`config.mk`:
```
export PLATFORM = sky130hd
export DESIGN_NAME = rank_insert_sorter
export DESIGN_NICKNAME = d
export VERILOG_FILES = /design/src/rtl/rsort_pkg.sv /design/src/rtl/rsort_cmp.sv /design/src/rtl/rsort_fill.sv /design/src/rtl/rank_insert_sorter.sv
export SDC_FILE = /design/constraint.sdc
export NUM_CORES = 1
export LEC_CHECK = 0
export ABC_AREA = 1
export BUFFER_PORTS_ARGS = -buffer_cell sky130_fd_sc_hd__buf_2
export CAP_MARGIN = 20
export CORE_UTILIZATION = 60
export CTS_CLUSTER_DIAMETER = 50
export DETAILED_ROUTE_END_ITERATION = 6
export PLACE_DENSITY_LB_ADDON = 0.2
export SYNTH_ARGS = -nofsm -noshare
export SYNTH_HDL_FRONTEND = slang
export SYNTH_SLANG_ARGS = --single-unit
```
`constraint.sdc`:
```
create_clock -name clk -period 2.6 [get_ports clk]
set_input_delay 0.26 -clock clk [delete_from_list [all_inputs] [get_ports clk]]
set_output_delay 0.26 -clock clk [all_outputs]
set_load 0.01 [all_outputs]
```
`src/rtl/rsort_pkg.sv`:
```
package rsort_pkg;

    typedef enum logic [1:0] {
        SEL_KEEP = 2'd0,
        SEL_NEW  = 2'd1,
        SEL_UP   = 2'd2,
        SEL_DOWN = 2'd3
    } slot_sel_e;

    // Source of the next value of one slot. ah_* are the "incoming key goes
    // ahead of this slot" flags of the slot above, this slot and the one below.
    function automatic slot_sel_e slot_choice(
        input logic clr,
        input logic ins,
        input logic pop_eff,
        input logic first,
        input logic ah_prev,
        input logic ah_here,
        input logic ah_next
    );
        if (clr)
            return SEL_KEEP;
        if (ins && pop_eff)
            return (!first && ah_here) ? SEL_KEEP : (ah_next ? SEL_NEW : SEL_DOWN);
        if (ins)
            return (!first && ah_prev) ? SEL_UP : (ah_here ? SEL_NEW : SEL_KEEP);
        if (pop_eff)
            return SEL_DOWN;
        return SEL_KEEP;
    endfunction

endpackage

```
`src/rtl/rsort_cmp.sv`:
```
module rsort_cmp #(
    parameter int KEY_W = 5
) (
    input  logic             slot_valid,
    input  logic [KEY_W-1:0] slot_key,
    input  logic [KEY_W-1:0] new_key,
    output logic             goes_ahead
);
    // Strict compare: an equal key stays behind the stored entry.
    always_comb begin
        goes_ahead = !slot_valid || (new_key > slot_key);
    end
endmodule

```
`src/rtl/rsort_fill.sv`:
```
module rsort_fill #(
    parameter int DEPTH = 4,
    localparam int CNT_W = $clog2(DEPTH + 1)
) (
    input  logic             clk,
    input  logic             rst_n,
    input  logic             clr,
    input  logic             inc,
    input  logic             dec,
    output logic [CNT_W-1:0] count,
    output logic [DEPTH-1:0] valid
);
    logic [CNT_W-1:0] count_d, count_q;

    always_comb begin
        count_d = count_q;
        if (clr)
            count_d = '0;
        else if (inc && !dec && count_q != CNT_W'(DEPTH))
            count_d = count_q + 1'b1;
        else if (dec && !inc && count_q != '0)
            count_d = count_q - 1'b1;
    end

    always_ff @(posedge clk or negedge rst_n) begin
        if (!rst_n)
            count_q <= '0;
        else
            count_q <= count_d;
    end

    assign count = count_q;

    for (genvar i = 0; i < DEPTH; i++) begin : g_valid
        assign valid[i] = (CNT_W'(i) < count_q);
    end

    a_r7_bound: assert property (@(posedge clk) disable iff (!rst_n)
        count_q <= CNT_W'(DEPTH));

    a_r9_clear: assert property (@(posedge clk) disable iff (!rst_n)
        clr |=> count_q == '0);

    a_r8_pop_empty: assert property (@(posedge clk) disable iff (!rst_n)
        (dec && !inc && !clr && count_q == '0) |=> count_q == '0);
endmodule

```
`src/rtl/rank_insert_sorter.sv`:
```
module rank_insert_sorter
    import rsort_pkg::*;
#(
    parameter int DEPTH = 4,
    parameter int KEY_W = 5,
    parameter int SYM_W = 6,
    localparam int IDX_W = (DEPTH > 1) ? $clog2(DEPTH) : 1,
    localparam int CNT_W = $clog2(DEPTH + 1)
) (
    input  logic             clk,
    input  logic             rst_n,
    input  logic             clr,
    input  logic             ins,
    input  logic             pop,
    input  logic [KEY_W-1:0] in_key,
    input  logic [SYM_W-1:0] in_sym,
    input  logic [IDX_W-1:0] in_ia,
    input  logic [IDX_W-1:0] in_ib,
    output logic             head_valid,
    output logic [KEY_W-1:0] head_key,
    output logic [SYM_W-1:0] head_sym,
    output logic [IDX_W-1:0] head_ia,
    output logic [IDX_W-1:0] head_ib,
    output logic [CNT_W-1:0] fill
);
    typedef struct packed {
        logic [KEY_W-1:0] key;
        logic [SYM_W-1:0] sym;
        logic [IDX_W-1:0] ia;
        logic [IDX_W-1:0] ib;
    } ent_t;

    ent_t       slot_d [DEPTH];
    ent_t       slot_q [DEPTH];
    ent_t       up_e   [DEPTH];
    ent_t       dn_e   [DEPTH];
    ent_t       new_e;
    slot_sel_e  sel    [DEPTH];
    logic [DEPTH:0]   ahead;
    logic [DEPTH-1:0] valid;
    logic [CNT_W-1:0] count;
    logic             pop_eff;
    logic             full;

    assign new_e   = '{key: in_key, sym: in_sym, ia: in_ia, ib: in_ib};
    assign full    = (count == CNT_W'(DEPTH));
    assign pop_eff = pop && (count != '0);

    rsort_fill #(.DEPTH(DEPTH)) i_fill (
        .clk   (clk),
        .rst_n (rst_n),
        .clr   (clr),
        .inc   (ins && !pop_eff && !full),
        .dec   (pop_eff && !ins),
        .count (count),
        .valid (valid)
    );

    assign ahead[DEPTH] = 1'b1;

    for (genvar i = 0; i < DEPTH; i++) begin : g_slot
        rsort_cmp #(.KEY_W(KEY_W)) i_cmp (
            .slot_valid (valid[i]),
            .slot_key   (slot_q[i].key),
            .new_key    (in_key),
            .goes_ahead (ahead[i])
        );

        if (i == 0) begin : g_top
            assign up_e[i] = '0;
            assign sel[i]  = slot_choice(clr, ins, pop_eff, 1'b1, 1'b0,
                                         ahead[i], ahead[i+1]);
        end else begin : g_mid
            assign up_e[i] = slot_q[i-1];
            assign sel[i]  = slot_choice(clr, ins, pop_eff, 1'b0, ahead[i-1],
                                         ahead[i], ahead[i+1]);
        end

        if (i == DEPTH - 1) begin : g_bot
            assign dn_e[i] = '0;
        end else begin : g_low
            assign dn_e[i] = slot_q[i+1];
        end
    end

    always_comb begin
        for (int i = 0; i < DEPTH; i++) begin
            case (sel[i])
                SEL_NEW:  slot_d[i] = new_e;
                SEL_UP:   slot_d[i] = up_e[i];
                SEL_DOWN: slot_d[i] = dn_e[i];
                default:  slot_d[i] = slot_q[i];
            endcase
        end
    end

    always_ff @(posedge clk or negedge rst_n) begin
        if (!rst_n) begin
            for (int i = 0; i < DEPTH; i++)
                slot_q[i] <= '0;
        end else begin
            for (int i = 0; i < DEPTH; i++)
                slot_q[i] <= slot_d[i];
        end
    end

    assign head_valid = valid[0];
    assign head_key   = slot_q[0].key;
    assign head_sym   = slot_q[0].sym;
    assign head_ia    = slot_q[0].ia;
    assign head_ib    = slot_q[0].ib;
    assign fill       = count;

    for (genvar i = 0; i + 1 < DEPTH; i++) begin : g_order_chk
        a_r2_order: assert property (@(posedge clk) disable iff (!rst_n)
            valid[i+1] |-> slot_q[i].key >= slot_q[i+1].key);
    end

    if (DEPTH > 1) begin : g_pop_chk
        a_r5_pop_shift: assert property (@(posedge clk) disable iff (!rst_n)
            (pop && !ins && !clr && count > CNT_W'(1)) |=>
                (head_key == $past(slot_q[1].key) && fill == $past(count) - 1'b1));
    end

    a_r6_swap_fill: assert property (@(posedge clk) disable iff (!rst_n)
        (pop && ins && !clr && count != '0) |=> fill == $past(count));

    a_r7_weak_drop: assert property (@(posedge clk) disable iff (!rst_n)
        (ins && !pop && !clr && full && in_key <= slot_q[DEPTH-1].key) |=>
            ($stable(head_key) && $stable(head_sym) && fill == CNT_W'(DEPTH)));

    a_r10_visible: assert property (@(posedge clk) disable iff (!rst_n)
        (ins && !clr && count == '0) |=> (head_valid && head_key == $past(in_key)));
endmodule

```
Word level (Yosys, flattened, before mapping) --
Cells that the tools add are included.
Cells by class: order comparisons 8, reduce and logical (&&, ||, !) cells 28, $add $sub $neg 2, eq/ne operators 14, multiplexer cells 59
Operators by type and width (number):
- $pmux W15 S3 | 4
- $mux W2 | 37
- $gt A5 B5 Y1 | 4
- $reduce_bool A3 Y1 | 6
- $eq A2 B2 Y1 const B | 8
- $mux W1 | 15
- $logic_and A1 B1 Y1 | 9
- $logic_not A1 Y1 | 9
- $mux W3 | 3
- $eq A2 B1 Y1 const B | 4
- $lt A1 B3 Y1 const A | 2
- $lt A2 B3 Y1 const A | 2
- $logic_or A1 B1 Y1 | 4
- $add A3 B1 Y3 const B | 1
- $eq A3 B3 Y1 const B | 1
- $ne A3 B3 Y1 const B | 1
- $sub A3 B1 Y3 const B | 1
Storage, ports and cells: flip-flop bits (word level) 63, word-level logic and storage cells 128, input bits 20

Depth between registers and ports, before layout --
depth after elaboration 16, depth in mapped cells 17

Hierarchy --
From an unflattened synthesis, not the netlist that was laid out.
Second synthesis, totals: cells, all modules 620, area, all modules 4403.0 sq um
By module, submodules not included:
- rank_insert_sorter | cells each 469, area each 3469.6 sq um, times used 1, seq. area each 1501.4 sq um
- rsort_cmp | cells each 25, area each 142.6 sq um, times used 4, seq. area each 0.0 sq um
- rsort_fill | cells each 51, area each 362.8 sq um, times used 1, seq. area each 75.1 sq um

Worst setup path after synthesis --
Ideal clock, no wire load.
kind register to register, from reg i_fill.count_q[0], in the netlist i_fill.count[0], to reg slot_q (netlist bit dn_e[47]), data arrival time 1860 ps, setup time 113 ps, path slack 627 ps, data required time 2487 ps, stages on the path, launching flop included 14, path through dfrtp_1 -> inv_1 -> ha_1 -> inv_1 -> o21ai_4 -> nor2_1 -> o21ai_1 -> nand2_2 -> inv_4 -> nor2_4 -> buf_2 -> nand2_1 -> nand2_1 -> inv_1
Between the ends: longest elaborated chain between the ends 14, elaborated cells on any way between the ends 34, classes of those cells 3 x order compare; 3 x eq/ne; 18 x mux; 10 x reduce/logical
Ends and longest elaborated chain:
- start, declared | line rsort_fill.sv:13 | logic [CNT_W-1:0] count_d, count_q;
- start signal, assigned | line rsort_fill.sv:29 | count_q <= count_d;
- $lt A2 B3 Y1 | line rsort_fill.sv:35 | assign valid[i] = (CNT_W'(i) < count_q);
- $logic_not A1 Y1 | line rsort_cmp.sv:11 | goes_ahead = !slot_valid || (new_key > slot_key);
- $logic_or A1 B1 Y1 | line rsort_cmp.sv:11
- $mux W2 (2 in series) | line rsort_pkg.sv:24 | return (!first && ah_here) ? SEL_KEEP : (ah_next ? SEL_NEW : SEL_DOWN);
- $mux W2 | line rsort_pkg.sv:23 | if (ins && pop_eff)
- $mux W2 | line rsort_pkg.sv:25 | if (ins)
- $mux W2 | line rsort_pkg.sv:27 | if (pop_eff)
- $mux W2 | line rsort_pkg.sv:29 | return SEL_KEEP;
- $mux W2 | line rsort_pkg.sv:27
- $mux W2 * | line rsort_pkg.sv:25
- $mux W2 * | line rsort_pkg.sv:23
- $eq A2 B2 Y1 / $eq A2 B1 Y1 (equally long branches) | line rank_insert_sorter.sv:88 | case (sel[i])
- $pmux W15 S3 / $reduce_bool A3 Y1 (equally long branches)
- end signal, assigned by index | line rank_insert_sorter.sv:103 | slot_q[i] <= slot_d[i];
- end, declared | line rank_insert_sorter.sv:34 | ent_t slot_q [DEPTH];
Every way passes the cells marked *; elsewhere a longest branch is shown, timed or not. The select of a mux whose other input is x is not followed. A chain may end at the register's enable or synchronous reset.

Final worst setup path --
from reg i_fill.count_q[0], in the netlist i_fill.count[0], to reg slot_q (netlist bit dn_e[21])
Between the ends: longest elaborated chain between the ends 13, elaborated cells on any way between the ends 30, classes of those cells 2 x order compare; 3 x eq/ne; 17 x mux; 8 x reduce/logical
Ends and longest elaborated chain (line):
- $lt A2 B3 Y1 | rsort_fill.sv:35
- $logic_not A1 Y1 | rsort_cmp.sv:11
- $logic_or A1 B1 Y1 | rsort_cmp.sv:11
- $mux W1, on equally long branches | rsort_pkg.sv:24, rsort_pkg.sv:26
- $mux W2, on equally long branches | rsort_pkg.sv:23, rsort_pkg.sv:26
- $mux W2 | rsort_pkg.sv:25
- $mux W2 | rsort_pkg.sv:27
- $mux W2 | rsort_pkg.sv:29
- $mux W2 | rsort_pkg.sv:27
- $mux W2 * | rsort_pkg.sv:25
- $mux W2 * | rsort_pkg.sv:23
- $eq A2 B2 Y1 / $eq A2 B1 Y1 (equally long branches) | rank_insert_sorter.sv:88
- $pmux W15 S3 / $reduce_bool A3 Y1 (equally long branches)
Marked as above.

==> out/metrics.yaml <==
grt:
  grt_pass1_vias: 4230
  busiest_layer: "met2"
  met3_usage_pct: 6.857
  gr-total-overflow: 0
  antenna_found_initial: 0
  use_met1_pct: 45.61
  grtUsageTotal_pct: 34.78
  use_met2_pct: 56.28
  grt_max_degree: 31
  grt_pass1_wl_um: 20110
yosys:
  synth_warnings: 0
  syn_area_um2: 4295
  avgSynthCellArea_um2: 6.796
  synth-seq-cells: 63
  yosysSeqAreaShare_pct: 36.70
  ys_types: 29
  syn_inst: 632
  syn_nets: 676
final_layout:
  nFillCells: 578
  drive_gt1_share_pct: 13.99
  n_antenna_cell: 0
  post-route-util_pct: 70.36
  syn2layout_area_growth_pct: 12.53
  final_cells: 775
  nets: 718
  fin_area_um2: 4833
worst_setup_path:
  regToRegEndpoint: "dn_e[21]"
  critPathSlowestCell: "dfrtp_1"
  endpoint: "dn_e[21]"
  crit_type: "reg -> reg"
  r2r_start: "i_fill.count[0]"
  crit_top_cell: "inv_1"
  slowest_delay_ns: 0.48
  cp_max_fo: 14
  rrSetupSlack_ns: 0.18
  crit_start: "i_fill.count[0]"
  required_ns: 2.84
  worstSetupEndpointType: "register"
  worstPathArrival_ns: 2.65
  ff2ff_path_depth: 11
  start_kind: "register"
  cp_cell_sequence: "inv_1 > ha_1 > inv_1 > o21ai_4 > buf_4 > nor2_1 > o211ai_2 > inv_1 > o21ai_0 > nand2_1 > nand2_1"
placement:
  portBuffers: 38
  dp.cells: 756
  gp_congestion: 0.9279
  dpl_cell_area_um2: 4579
  dp_hpwl_um: 8179
  pre_cts_ws_ns: -0.05312
routing:
  drt_pre_antenna_iters: 7
  detail-route-antenna-nets: 0
  drcViolationCount: 1
  drt_iter0_markers: 469
  wl_um: 12200
  wl_per_cell_um: 15.74
  viasPerCell: 5.640
  vias: 4371
timing:
  timing.final.ws_setup_ns: 0.1827
  drv_slew: 0
  period_minus_slack_ns: 2.417
  timing.final.crit_share_pct: 92.97
  rsz0062_at_grt: "true"
  hold_viol_final: 0
  fin_hold_ws_ns: 0.2486
  worst_clock_skew_ns: 0.009636
  relSlewSlack_pct: 57.22
  final-setup-viol-count: 0
  fmax_mhz: 413.7
  tightest_slew_ns: 0.6416
clock_network:
  clk_pin_slew_ns: 0.07
  cts_buffers: 9
  cts_tree: "done"
  cts.path.max_buffers: 2
  root_buffer: "clkbuf_8"
  clock_sinks: 63
  htree_levels: 3
  clk-insertion-delay-late_ns: 0.35
floorplan:
  row_count: 30
  initial_utilization_pct: 62.53
  die_h_um: 86.61
  core-area_um2: 6869
  die_w_um: 86.61
  ioPinCount: 39
  dieArea_um2: 7501
worst_hold_path:
  hp-start: "in_sym[1]"
  min_path_type: "in -> reg"
pwr:
  total_leakage_power_nw: 2.715
  powerDensity_nw_per_um2: 1185
  vdd_ir_drop_max_mv: 0.5856
status:
  outcome: "complete, but fails checks"
  failed_checks: "DRC"
job:
  maxCapViolations: 0
-- sequential cells by signal (all words and copies together) (netlist names) --
signal / cells
head_sym: 6
dn_e: 45
i_fill.count: 3
head_ia: 2
head_key: 5
head_ib: 2
-- worst max-delay path: cells and delay by family, from the launching register on --
family	cells	cell delay [ns]
and+or+nand+nor	3	0.34
AOI/OAI and AO/OA	3	0.44
adders and majority gates	1	0.21
DFF	1	0.48
buffers and inverters	4	0.83
-- where the power goes --
part / internal [W] / switching [W]
Clock: 0.000493 / 0.000399
Combinational: 0.00102 / 0.00196
Sequential: 0.00146 / 0.000394
-- kinds of logic (layout without fill, tap and decap cells) --
| group | count (synthesis) | after routing | share of synthesized area, % |
|---|---|---|---|
| adder cells (fa/ha/maj) | 24 | 24 | 6.991 |
| AND/OR/NAND/NOR | 358 | 358 | 34.55 |
| buffers and inverters | 111 | 157 | 11.19 |
| flip-flops | 63 | 63 | 36.70 |
| AO/OA/AOI/OAI | 76 | 77 | 10.57 |
-- through the flow --
stage | total power, W | TNS, ns
detailed placement | 0.004696 | -0.08546
CTS | 0.005606 | 0
finish | 0.005729 | 0
floorplan | 0.003834 | 0
global route | 0.006201 | -0.01809
global placement | 0.004568 | 0
-- final cells by class --
cell class | count | area, um2 | area share, %
clock buffers | 11 | 151.4 | 3.132
clock inverters | 5 | 56.30 | 1.165
inverters | 85 | 321.6 | 6.653
multi-input cells | 459 | 2255 | 46.65
flip-flops and latches | 63 | 1577 | 32.62
well taps | 96 | 120.1 | 2.485
repair buffers | 56 | 352.8 | 7.300
-- routing by layer --
layer  wire length [um]  part of all wire, %
met1               5113                   42
met2               5709                   47
met3               1081                  8.9
met4                297                  2.4
met5                  0                    0
-- how the worst min path moves through the flow --
stage	end	slack, ns	cells after the start
floorplan	dn_e[15]	-0.04	0
global placement	head_key[4]	0.26	1
detailed placement	head_key[3]	0.26	1
CTS	dn_e[50]	0.25	5
global route	dn_e[53]	0.28	5
finish	dn_e[50]	0.25	5
-- repair_timing --
item / in CTS / in global routing
hold buffers: 1 / 0
pin swaps: 0 / 2
endpoints found under the hold margin: 20 / 0
buffers inserted: 0 / 1
cloned: 0 / 1
setup endpoints to repair: 2 / 19
gates resized for setup: 1 / 1
-- cells in the final DEF (no fill, tap or decap), drive strengths merged --
master,n
a21oi,19
buf,55
bufinv,1
clkbuf,11
clkinv,3
clkinvlp,1
dfrtp,63
dlygate4sd3,1
ha,24
inv,85
nand2,234
nand3,62
nand3b,1
nand4,4
nor2,56
nor3,1
o211ai,17
o21ai,38
o22ai,3
-- synthesized netlist by cell type --
master | number | share of area [%]
nand3_1 | 60 | 7.0
o21ai_1 | 1 | 0.12
nand2_2 | 5 | 0.73
nor2_1 | 52 | 4.5
nor2_4 | 2 | 0.52
dfrtp_1 | 63 | 37
nand4_1 | 4 | 0.58
nor3_2 | 1 | 0.23
o211ai_2 | 1 | 0.29
a21oi_1 | 17 | 2.0
inv_1 | 80 | 7.0
nor2_2 | 2 | 0.29
buf_1 | 1 | 0.087
inv_4 | 1 | 0.15
inv_2 | 4 | 0.35
a21oi_2 | 2 | 0.41
o21ai_0 | 34 | 4.0
buf_2 | 13 | 1.5
o21ai_4 | 1 | 0.38
nand3b_1 | 1 | 0.17
nand3_2 | 2 | 0.47
o22ai_1 | 3 | 0.44
buf_6 | 5 | 1.3
buf_4 | 2 | 0.35
ha_1 | 24 | 7.0
nand2_1 | 229 | 20
o21ai_2 | 1 | 0.20
clkbuf_1 | 5 | 0.44
o211ai_1 | 16 | 2.8
(Power assumes the default switching activity.)
